`config.mk`:
```
export PLATFORM = sky130hd
export DESIGN_NAME = cfg_serial_loader
export DESIGN_NICKNAME = d
export VERILOG_FILES = /design/src/rtl/cfg_pkg.sv /design/src/rtl/cfg_shift_ctl.sv /design/src/rtl/cfg_field_dec.sv /design/src/rtl/cfg_serial_loader.sv
export SDC_FILE = /design/constraint.sdc
export NUM_CORES = 1
export LEC_CHECK = 0
export BUFFER_PORTS_ARGS = -buffer_cell sky130_fd_sc_hd__buf_2
export CAP_MARGIN = 10
export CORE_MARGIN = 4
export CORE_UTILIZATION = 60
export CTS_CLUSTER_SIZE = 30
export DETAILED_ROUTE_END_ITERATION = 8
export PLACE_DENSITY = 0.78
export SYNTH_ARGS = -nofsm -noshare
export SYNTH_HDL_FRONTEND = slang
export SYNTH_HIERARCHICAL = 1
export SYNTH_SLANG_ARGS = --single-unit
```
`constraint.sdc`:
```
create_clock -name clk -period 4.05 [get_ports clk]
set_input_delay 0.405 -clock clk [delete_from_list [all_inputs] [get_ports clk]]
set_output_delay 0.405 -clock clk [all_outputs]
set_load 0.005 [all_outputs]
```
`src/rtl/cfg_pkg.sv`:
```
package cfg_pkg;

    localparam int NORM_W  = 24;
    localparam int EXT_W   = 48;

    // field positions decoded by neighbouring logic
    localparam int CH_LO   = 0;
    localparam int BD_LO   = 3;
    localparam int DEV_B   = 5;
    localparam int WD_B    = 6;
    localparam int TMO_LO  = 7;
    localparam int HDR_B   = 18;
    localparam int HLEN_B  = 20;
    localparam int EXT_B   = 21;
    localparam int SENS_B  = 22;
    localparam int FILT_B  = 23;

    localparam logic [EXT_W-1:0] RST_VAL = 48'h0000_0000_0062;

    typedef struct packed {
        logic [2:0]  chan;
        logic [1:0]  baud;
        logic        dev;
        logic        wd_en;
        logic [1:0]  tmo;
        logic        hdr_en;
        logic        hdr_len16;
        logic        ext_mode;
        logic        hi_sens;
        logic        filt_en;
        logic [23:0] ext_word;
    } cfg_fields_t;

endpackage

```
`src/rtl/cfg_shift_ctl.sv`:
```
module cfg_shift_ctl #(
    parameter int W  = 48,
    parameter int CW = $clog2(W + 2)
) (
    input  logic          clk,
    input  logic          rst_n,
    input  logic          cfg_sel,
    input  logic          bit_en,
    input  logic          bit_in,
    input  logic [W-1:0]  load_val,
    output logic          fall,
    output logic [CW-1:0] cnt,
    output logic [W-1:0]  shreg,
    output logic          rd_bit
);
    localparam logic [CW-1:0] SAT = CW'(W + 1);

    typedef struct packed {
        logic          sel;
        logic [CW-1:0] cnt;
        logic [W-1:0]  sh;
        logic [W-1:0]  rd;
    } st_t;

    st_t st_d, st_q;
    logic start, take;

    always_comb begin
        start = cfg_sel & ~st_q.sel;
        take  = cfg_sel & bit_en;
        st_d      = st_q;
        st_d.sel  = cfg_sel;
        if (start) begin
            st_d.cnt = '0;
            st_d.sh  = '0;
            st_d.rd  = load_val;
        end
        if (take) begin
            if (st_d.cnt != SAT) st_d.cnt = st_d.cnt + 1'b1;
            st_d.sh = {st_d.sh[W-2:0], bit_in};
            st_d.rd = {st_d.rd[W-2:0], 1'b0};
        end
    end

    always_ff @(posedge clk or negedge rst_n) begin
        if (!rst_n) st_q <= '0;
        else        st_q <= st_d;
    end

    assign fall   = st_q.sel & ~cfg_sel;
    assign cnt    = st_q.cnt;
    assign shreg  = st_q.sh;
    assign rd_bit = st_q.sel & cfg_sel & st_q.rd[W-1];

    AST_IDLE_NO_SHIFT: assert property (@(posedge clk) disable iff (!rst_n)
        (!cfg_sel) |=> (st_q.sh == $past(st_q.sh) && st_q.cnt == $past(st_q.cnt)));
    AST_CNT_BOUND: assert property (@(posedge clk) disable iff (!rst_n)
        (st_q.sel && cfg_sel && bit_en && st_q.cnt != SAT) |=> (st_q.cnt == $past(st_q.cnt) + 1'b1));

endmodule

```
`src/rtl/cfg_field_dec.sv`:
```
module cfg_field_dec
    import cfg_pkg::*;
(
    input  logic [EXT_W-1:0] word,
    output cfg_fields_t      f
);
    logic unused_bits;

    always_comb begin
        f.chan      = word[CH_LO +: 3];
        f.baud      = word[BD_LO +: 2];
        f.dev       = word[DEV_B];
        f.wd_en     = word[WD_B];
        f.tmo       = word[TMO_LO +: 2];
        f.hdr_en    = word[HDR_B];
        f.hdr_len16 = word[HLEN_B];
        f.ext_mode  = word[EXT_B];
        f.hi_sens   = word[SENS_B];
        f.filt_en   = word[FILT_B];
        f.ext_word  = word[EXT_W-1:NORM_W];
    end

    assign unused_bits = ^{word[17:9], word[19]};

endmodule

```
`src/rtl/cfg_serial_loader.sv`:
```
module cfg_serial_loader
    import cfg_pkg::*;
(
    input  logic        clk,
    input  logic        rst_n,
    input  logic        cfg_sel,
    input  logic        bit_en,
    input  logic        bit_in,
    output logic        rd_bit,
    output logic [2:0]  chan,
    output logic [1:0]  baud,
    output logic        dev,
    output logic        wd_en,
    output logic [1:0]  tmo,
    output logic        hdr_en,
    output logic        hdr_len16,
    output logic        ext_mode,
    output logic        hi_sens,
    output logic        filt_en,
    output logic [23:0] ext_word
);
    localparam int CW = $clog2(EXT_W + 2);
    localparam logic [CW-1:0] NORM_C = CW'(NORM_W);
    localparam logic [CW-1:0] EXT_C  = CW'(EXT_W);

    logic [EXT_W-1:0] reg_d, reg_q, load_val, shreg;
    logic [CW-1:0]    cnt;
    logic             fall, ext_q, ok_norm, ok_ext;
    cfg_fields_t      fld;

    cfg_shift_ctl #(.W(EXT_W), .CW(CW)) u_shift (
        .clk      (clk),
        .rst_n    (rst_n),
        .cfg_sel  (cfg_sel),
        .bit_en   (bit_en),
        .bit_in   (bit_in),
        .load_val (load_val),
        .fall     (fall),
        .cnt      (cnt),
        .shreg    (shreg),
        .rd_bit   (rd_bit)
    );

    always_comb begin
        ext_q    = reg_q[EXT_B];
        load_val = ext_q ? reg_q : {reg_q[NORM_W-1:0], {(EXT_W-NORM_W){1'b0}}};
        ok_norm  = fall & ~ext_q & (cnt >= NORM_C);
        ok_ext   = fall &  ext_q & (cnt == EXT_C);
        reg_d    = reg_q;
        if (ok_norm) reg_d = {reg_q[EXT_W-1:NORM_W], shreg[NORM_W-1:0]};
        if (ok_ext)  reg_d = shreg;
    end

    always_ff @(posedge clk or negedge rst_n) begin
        if (!rst_n) reg_q <= RST_VAL;
        else        reg_q <= reg_d;
    end

    cfg_field_dec u_dec (.word(reg_q), .f(fld));

    assign chan      = fld.chan;
    assign baud      = fld.baud;
    assign dev       = fld.dev;
    assign wd_en     = fld.wd_en;
    assign tmo       = fld.tmo;
    assign hdr_en    = fld.hdr_en;
    assign hdr_len16 = fld.hdr_len16;
    assign ext_mode  = fld.ext_mode;
    assign hi_sens   = fld.hi_sens;
    assign filt_en   = fld.filt_en;
    assign ext_word  = fld.ext_word;

    AST_HOLD_NO_FALL: assert property (@(posedge clk) disable iff (!rst_n)
        (!fall) |=> (reg_q == $past(reg_q)));
    AST_NORM_KEEP_LAST: assert property (@(posedge clk) disable iff (!rst_n)
        (fall && !reg_q[EXT_B] && cnt >= NORM_C) |=>
        (reg_q == {$past(reg_q[EXT_W-1:NORM_W]), $past(shreg[NORM_W-1:0])}));
    AST_NORM_SHORT: assert property (@(posedge clk) disable iff (!rst_n)
        (fall && !reg_q[EXT_B] && cnt < NORM_C) |=> (reg_q == $past(reg_q)));
    AST_EXT_EXACT: assert property (@(posedge clk) disable iff (!rst_n)
        (fall && reg_q[EXT_B] && cnt != EXT_C) |=> (reg_q == $past(reg_q)));
    AST_EXT_COMMIT: assert property (@(posedge clk) disable iff (!rst_n)
        (fall && reg_q[EXT_B] && cnt == EXT_C) |=> (reg_q == $past(shreg)));

endmodule

```
Word-level counts from Yosys, hierarchy flattened --
Cells that the tools add are included. W data, S select, Z words.
Storage, ports and cells: logic and storage cells 32, output and inout bits 39, input port bits 5, flip-flop bits (word level) 151
Cells by class: reduce and logical (&&, ||, !) cells 2, eq/ne operators 2, $add $sub $neg 1, order comparisons 1, bitwise gates (word level) 12, muxes and demuxes 6
Operator list (count):
- $mux W102 | 2
- $mux W48 | 2
- $mux W24 | 1
- $and A1 B1 Y1 | 9
- $add A6 B1 Y6 const B | 1
- $eq A6 B6 Y1 const B | 1
- $ge A6 B5 Y1 const B | 1
- $mux W6 | 1
- $ne A6 B6 Y1 const B | 1
- $reduce_bool A2 Y1 | 2
- $not A1 Y1 | 3

Depth between registers and ports, before layout --
depth after elaboration 6, gate-level depth with buffers 10, mapped depth without buffers 7

Hierarchy --
Netlist, hierarchy kept.
Modules (own cells, without submodules):
- cfg_shift_ctl | area an instance 5109.9 um^2, sequential area each 2577.5 um^2, times used 1, cells an instance 418
- cfg_serial_loader | area an instance 2263.4 um^2, sequential area each 1204.9 um^2, times used 1, cells an instance 158
- cfg_field_dec | area an instance 285.3 um^2, sequential area each 0.0 um^2, times used 1, cells an instance 38

Least setup slack after synthesis --
Ideal clock, no wire load.
kind input -> register, start input port cfg_sel, end register u_shift.st_q (netlist bit u_shift/cnt[0]), library setup time 0.104 ns, setup slack 2.080 ns, data arrival time 1.866 ns, buffers on the path 4, required time 3.946 ns, stages on the path 10, path through buf_6 > nor2b_4 > buf_6 > buf_6 > buf_2 > nor2_1 > ha_1 > nand4b_1 > o2111a_1 > a221oi_1
RTL lines:
- from (decl) | RTL line cfg_serial_loader.sv:6 | input logic cfg_sel,
- to (signal assigned) | RTL line cfg_shift_ctl.sv:47 | else st_q <= st_d;
- to (decl) | RTL line cfg_shift_ctl.sv:25 | st_t st_d, st_q;

Final worst setup path --
start register reg_q[21], end register reg_q[41]
On the way: word-level cells in the longest chain between the ends 2
RTL lines:
- from (decl) | RTL line cfg_serial_loader.sv:26 | logic [EXT_W-1:0] reg_d, reg_q, load_val, shreg;
- from (signal assigned) | RTL line cfg_serial_loader.sv:56 | else reg_q <= reg_d;
- $and A1 B1 Y1 (2 in series) | RTL line cfg_serial_loader.sv:48 | ok_ext = fall & ext_q & (cnt == EXT_C);
No other way between the ends. A chain may end at the register's enable or synchronous reset.

==> flow_summary.ini <==
[global_routing]
grt_pass1_wl_um = 24000
grt_usage_pct = 21.1
grt_overflow_total = 0
antenna_found_initial = 0
grt_max_degree = 105
grt_pass1_vias = 4569

[status]
outcome = complete, no violations

[sta]
skew_ps = 6.12
fin_crit_ps = 2440
rsz0062_at_grt = no
setup_tns_ps = 0
fmax_mhz = 410
tightest_slew_ps = 947
timing.final.crit_share_pct = 60.2
finalSetupViolCount = 0
drv_slew = 0
slew_headroom_pct = 36.9
hold_viol_final = 0

[synth]
yosys_warnings = 6
syn_nets = 620
postSynthCellCount = 614
avgSynthCellArea_um2 = 12.5
ys_ff_latch = 151
synth_area_mm2 = 0.00766
yosysUniqueCellTypes = 39
seq_area_frac_synth_pct = 49.4

[worst_hold_path]
hold_path_class = primary input to asynchronous set/reset pin

[cells_and_area]
final_cell_mix = dfrtp_1, nand2_1, a21oi_1, mux4_2, buf_2
syn_to_final_growth_pct = 2.11
n_antenna_cell = 0
final_common_cell = dfrtp_1
layout.nets = 559
final_layout_size_suffix_gt1_share_pct = 29.0

[critical_path]
critPathRequiredTime_ps = 4340
crit_type = flop to flop
arrival_ps = 2730
cp_max_fo = 53
cp-end-kind = flop
critical_path.startpoint_type = flop

[placement]
dpl.hpwl_um = 8320
gp_congestion = 0.805
io_buffer_count = 43

[detailed_routing]
via_count = 4404
viasPerCell = 5.97
wire_per_inst_um = 19.2
dr.pass1.iters = 5
drc = 0
dr.first_iter.drc_count = 384
routed_wirelength_um = 14200
postRouteAntennaNets = 0

[power_and_ir_drop]
total_power_w = 0.00329
peakVddDrop_uv = 530
power_frac_seq_pct = 46.5
intPower_w = 0.00259
swShare_pct = 21.1
p_per_area_mw_per_mm2 = 420
pwr-share-clk_pct = 49.4
combPwrFrac_pct = 4.0
p_sw_w = 0.000693
leakage_nw = 3.68

[clocking]
numClockSinks = 151
cts_tree = built
cts_root_buf = clkbuf_16
postCtsSetupBuffers = 0
clk_path_buf_depth = 2
cts-resized-gates = 0
insertion_delay_ps = 410
cts_inserted_buffers = 17
htreeDepth = 4
clk_pin_slew_ps = 60
hold_buffers = 0

[die]
row_count = 41
die_w_um = 121
initial_core_util_pct = 60.9
dieHeight_um = 121
boundaryPins = 44
die-area_mm2 = 0.0146
core_mm2 = 0.0126

[run]
cap_viol_max_count = 0
## metrics by stage
| step | std cells | setup slack [ps] | utilization (%) | hold WS (ps) | instance area [µm²] |
|---|---|---|---|---|---|
| 2_1_floorplan | 614 | 2080 | - | 109 | 7660 |
| 6_report | 738 | 1610 | 62.2 | 75.7 | 7820 |
| 3_3_place_gp | 706 | 1710 | 57.4 | 481 | 7210 |
| 3_5_place_dp | 706 | 1620 | 57.4 | 499 | 7210 |
| 4_1_cts | 738 | 1570 | 62.2 | 135 | 7820 |
| 5_1_grt | 738 | 1450 | 62.2 | 173 | 7820 |
## sequential cells by signal, indices dropped and copies added, names as in the netlist
signal         count
u_shift/cnt        6
reg_q             48
u_shift/st_q      49
u_shift/shreg     48
## area by class of cell
class / instances / area (µm²)
clock inverters: 7 / 116
inverters: 4 / 15.0
clock buffers: 25 / 495
multi-input cells: 329 / 2910
repair buffers: 50 / 287
flip-flops and latches: 151 / 3780
fillers: 928 / 4750
well taps: 172 / 215
## cells by family after synthesis
family / after synthesis / share of synthesized area, %
xor+xnor: 1 / 0.114
mux: 120 / 24.4
fa+ha+maj: 1 / 0.163
flops: 151 / 49.4
compound gates: 62 / 4.53
buf+inv: 134 / 12.7
simple gates: 145 / 8.71
## power groups by stage
stage,Sequential (W),Clock [W],Combinational [W]
2_1_floorplan,0.00155,0,0.000101
3_3_place_gp,0.00156,0,0.000130
3_5_place_dp,0.00156,0,0.000134
4_1_cts,0.00153,0.00165,0.000135
5_1_grt,0.00153,0.00172,0.000147
6_report,0.00153,0.00163,0.000132
## per-layer routing
metal / vias up / track usage [%] / wire (µm)
met4: 0 / 7.65 / 233
met5: - / 0 / 0
met3: 21 / 4.38 / 625
li1: 1932 / - / -
met1: 2312 / 29.2 / 6240
met2: 139 / 33.3 / 7100
## worst paths after layout
check | start | endpoint | slack [ps] | depth (start not counted)
max in group asynchronous | rst_n | u_shift/st_q[9]$_DFF_PN0_ | 3020 | 2
hold reg to reg | reg_q[37]$_DFFE_PN0P_ | reg_q[37]$_DFFE_PN0P_ | 510 | 1
setup / recovery | reg_q[21]$_DFFE_PN0P_ | reg_q[41]$_DFFE_PN0P_ | 1610 | 3
hold / removal | rst_n | reg_q[3]$_DFFE_PN0P_ | 80 | 1
min in group clk | cfg_sel | u_shift/st_q[102]$_DFF_PN0_ | 200 | 1
setup reg to reg | reg_q[21]$_DFFE_PN0P_ | reg_q[41]$_DFFE_PN0P_ | 1610 | 3
## cell usage after synthesis, drive strengths merged
cell / n / area share, %
o31ai: 2 / 0.20
mux2i: 2 / 0.26
o2111a: 1 / 0.15
inv: 4 / 0.20
a221oi: 1 / 0.11
o22ai: 2 / 0.16
clkbuf: 11 / 0.54
buf: 119 / 12
nand4b: 1 / 0.11
a21boi: 1 / 0.098
mux2: 72 / 11
a21oi: 51 / 3.3
nand3: 3 / 0.20
dfrtp: 148 / 48
o211ai: 1 / 0.098
ha: 1 / 0.16
and3: 2 / 0.16
dfstp: 3 / 1.0
o21ai: 1 / 0.065
xor2: 1 / 0.11
nand2b: 2 / 0.16
o2bb2ai: 2 / 0.31
mux4: 46 / 14
nor2b: 1 / 0.18
nor2: 2 / 0.098
or4: 1 / 0.098
nand2: 103 / 5.1
and2: 26 / 2.1
and4bb: 2 / 0.33
nand4: 2 / 0.16
## worst max-delay path, cell delays in order, from the launching register on
cell	delay [ps]
dfrtp_2	980
and4bb_1	390
nand2_2	430
mux2_1	500
No activity file was read; power rests on OpenSTA's default activity.
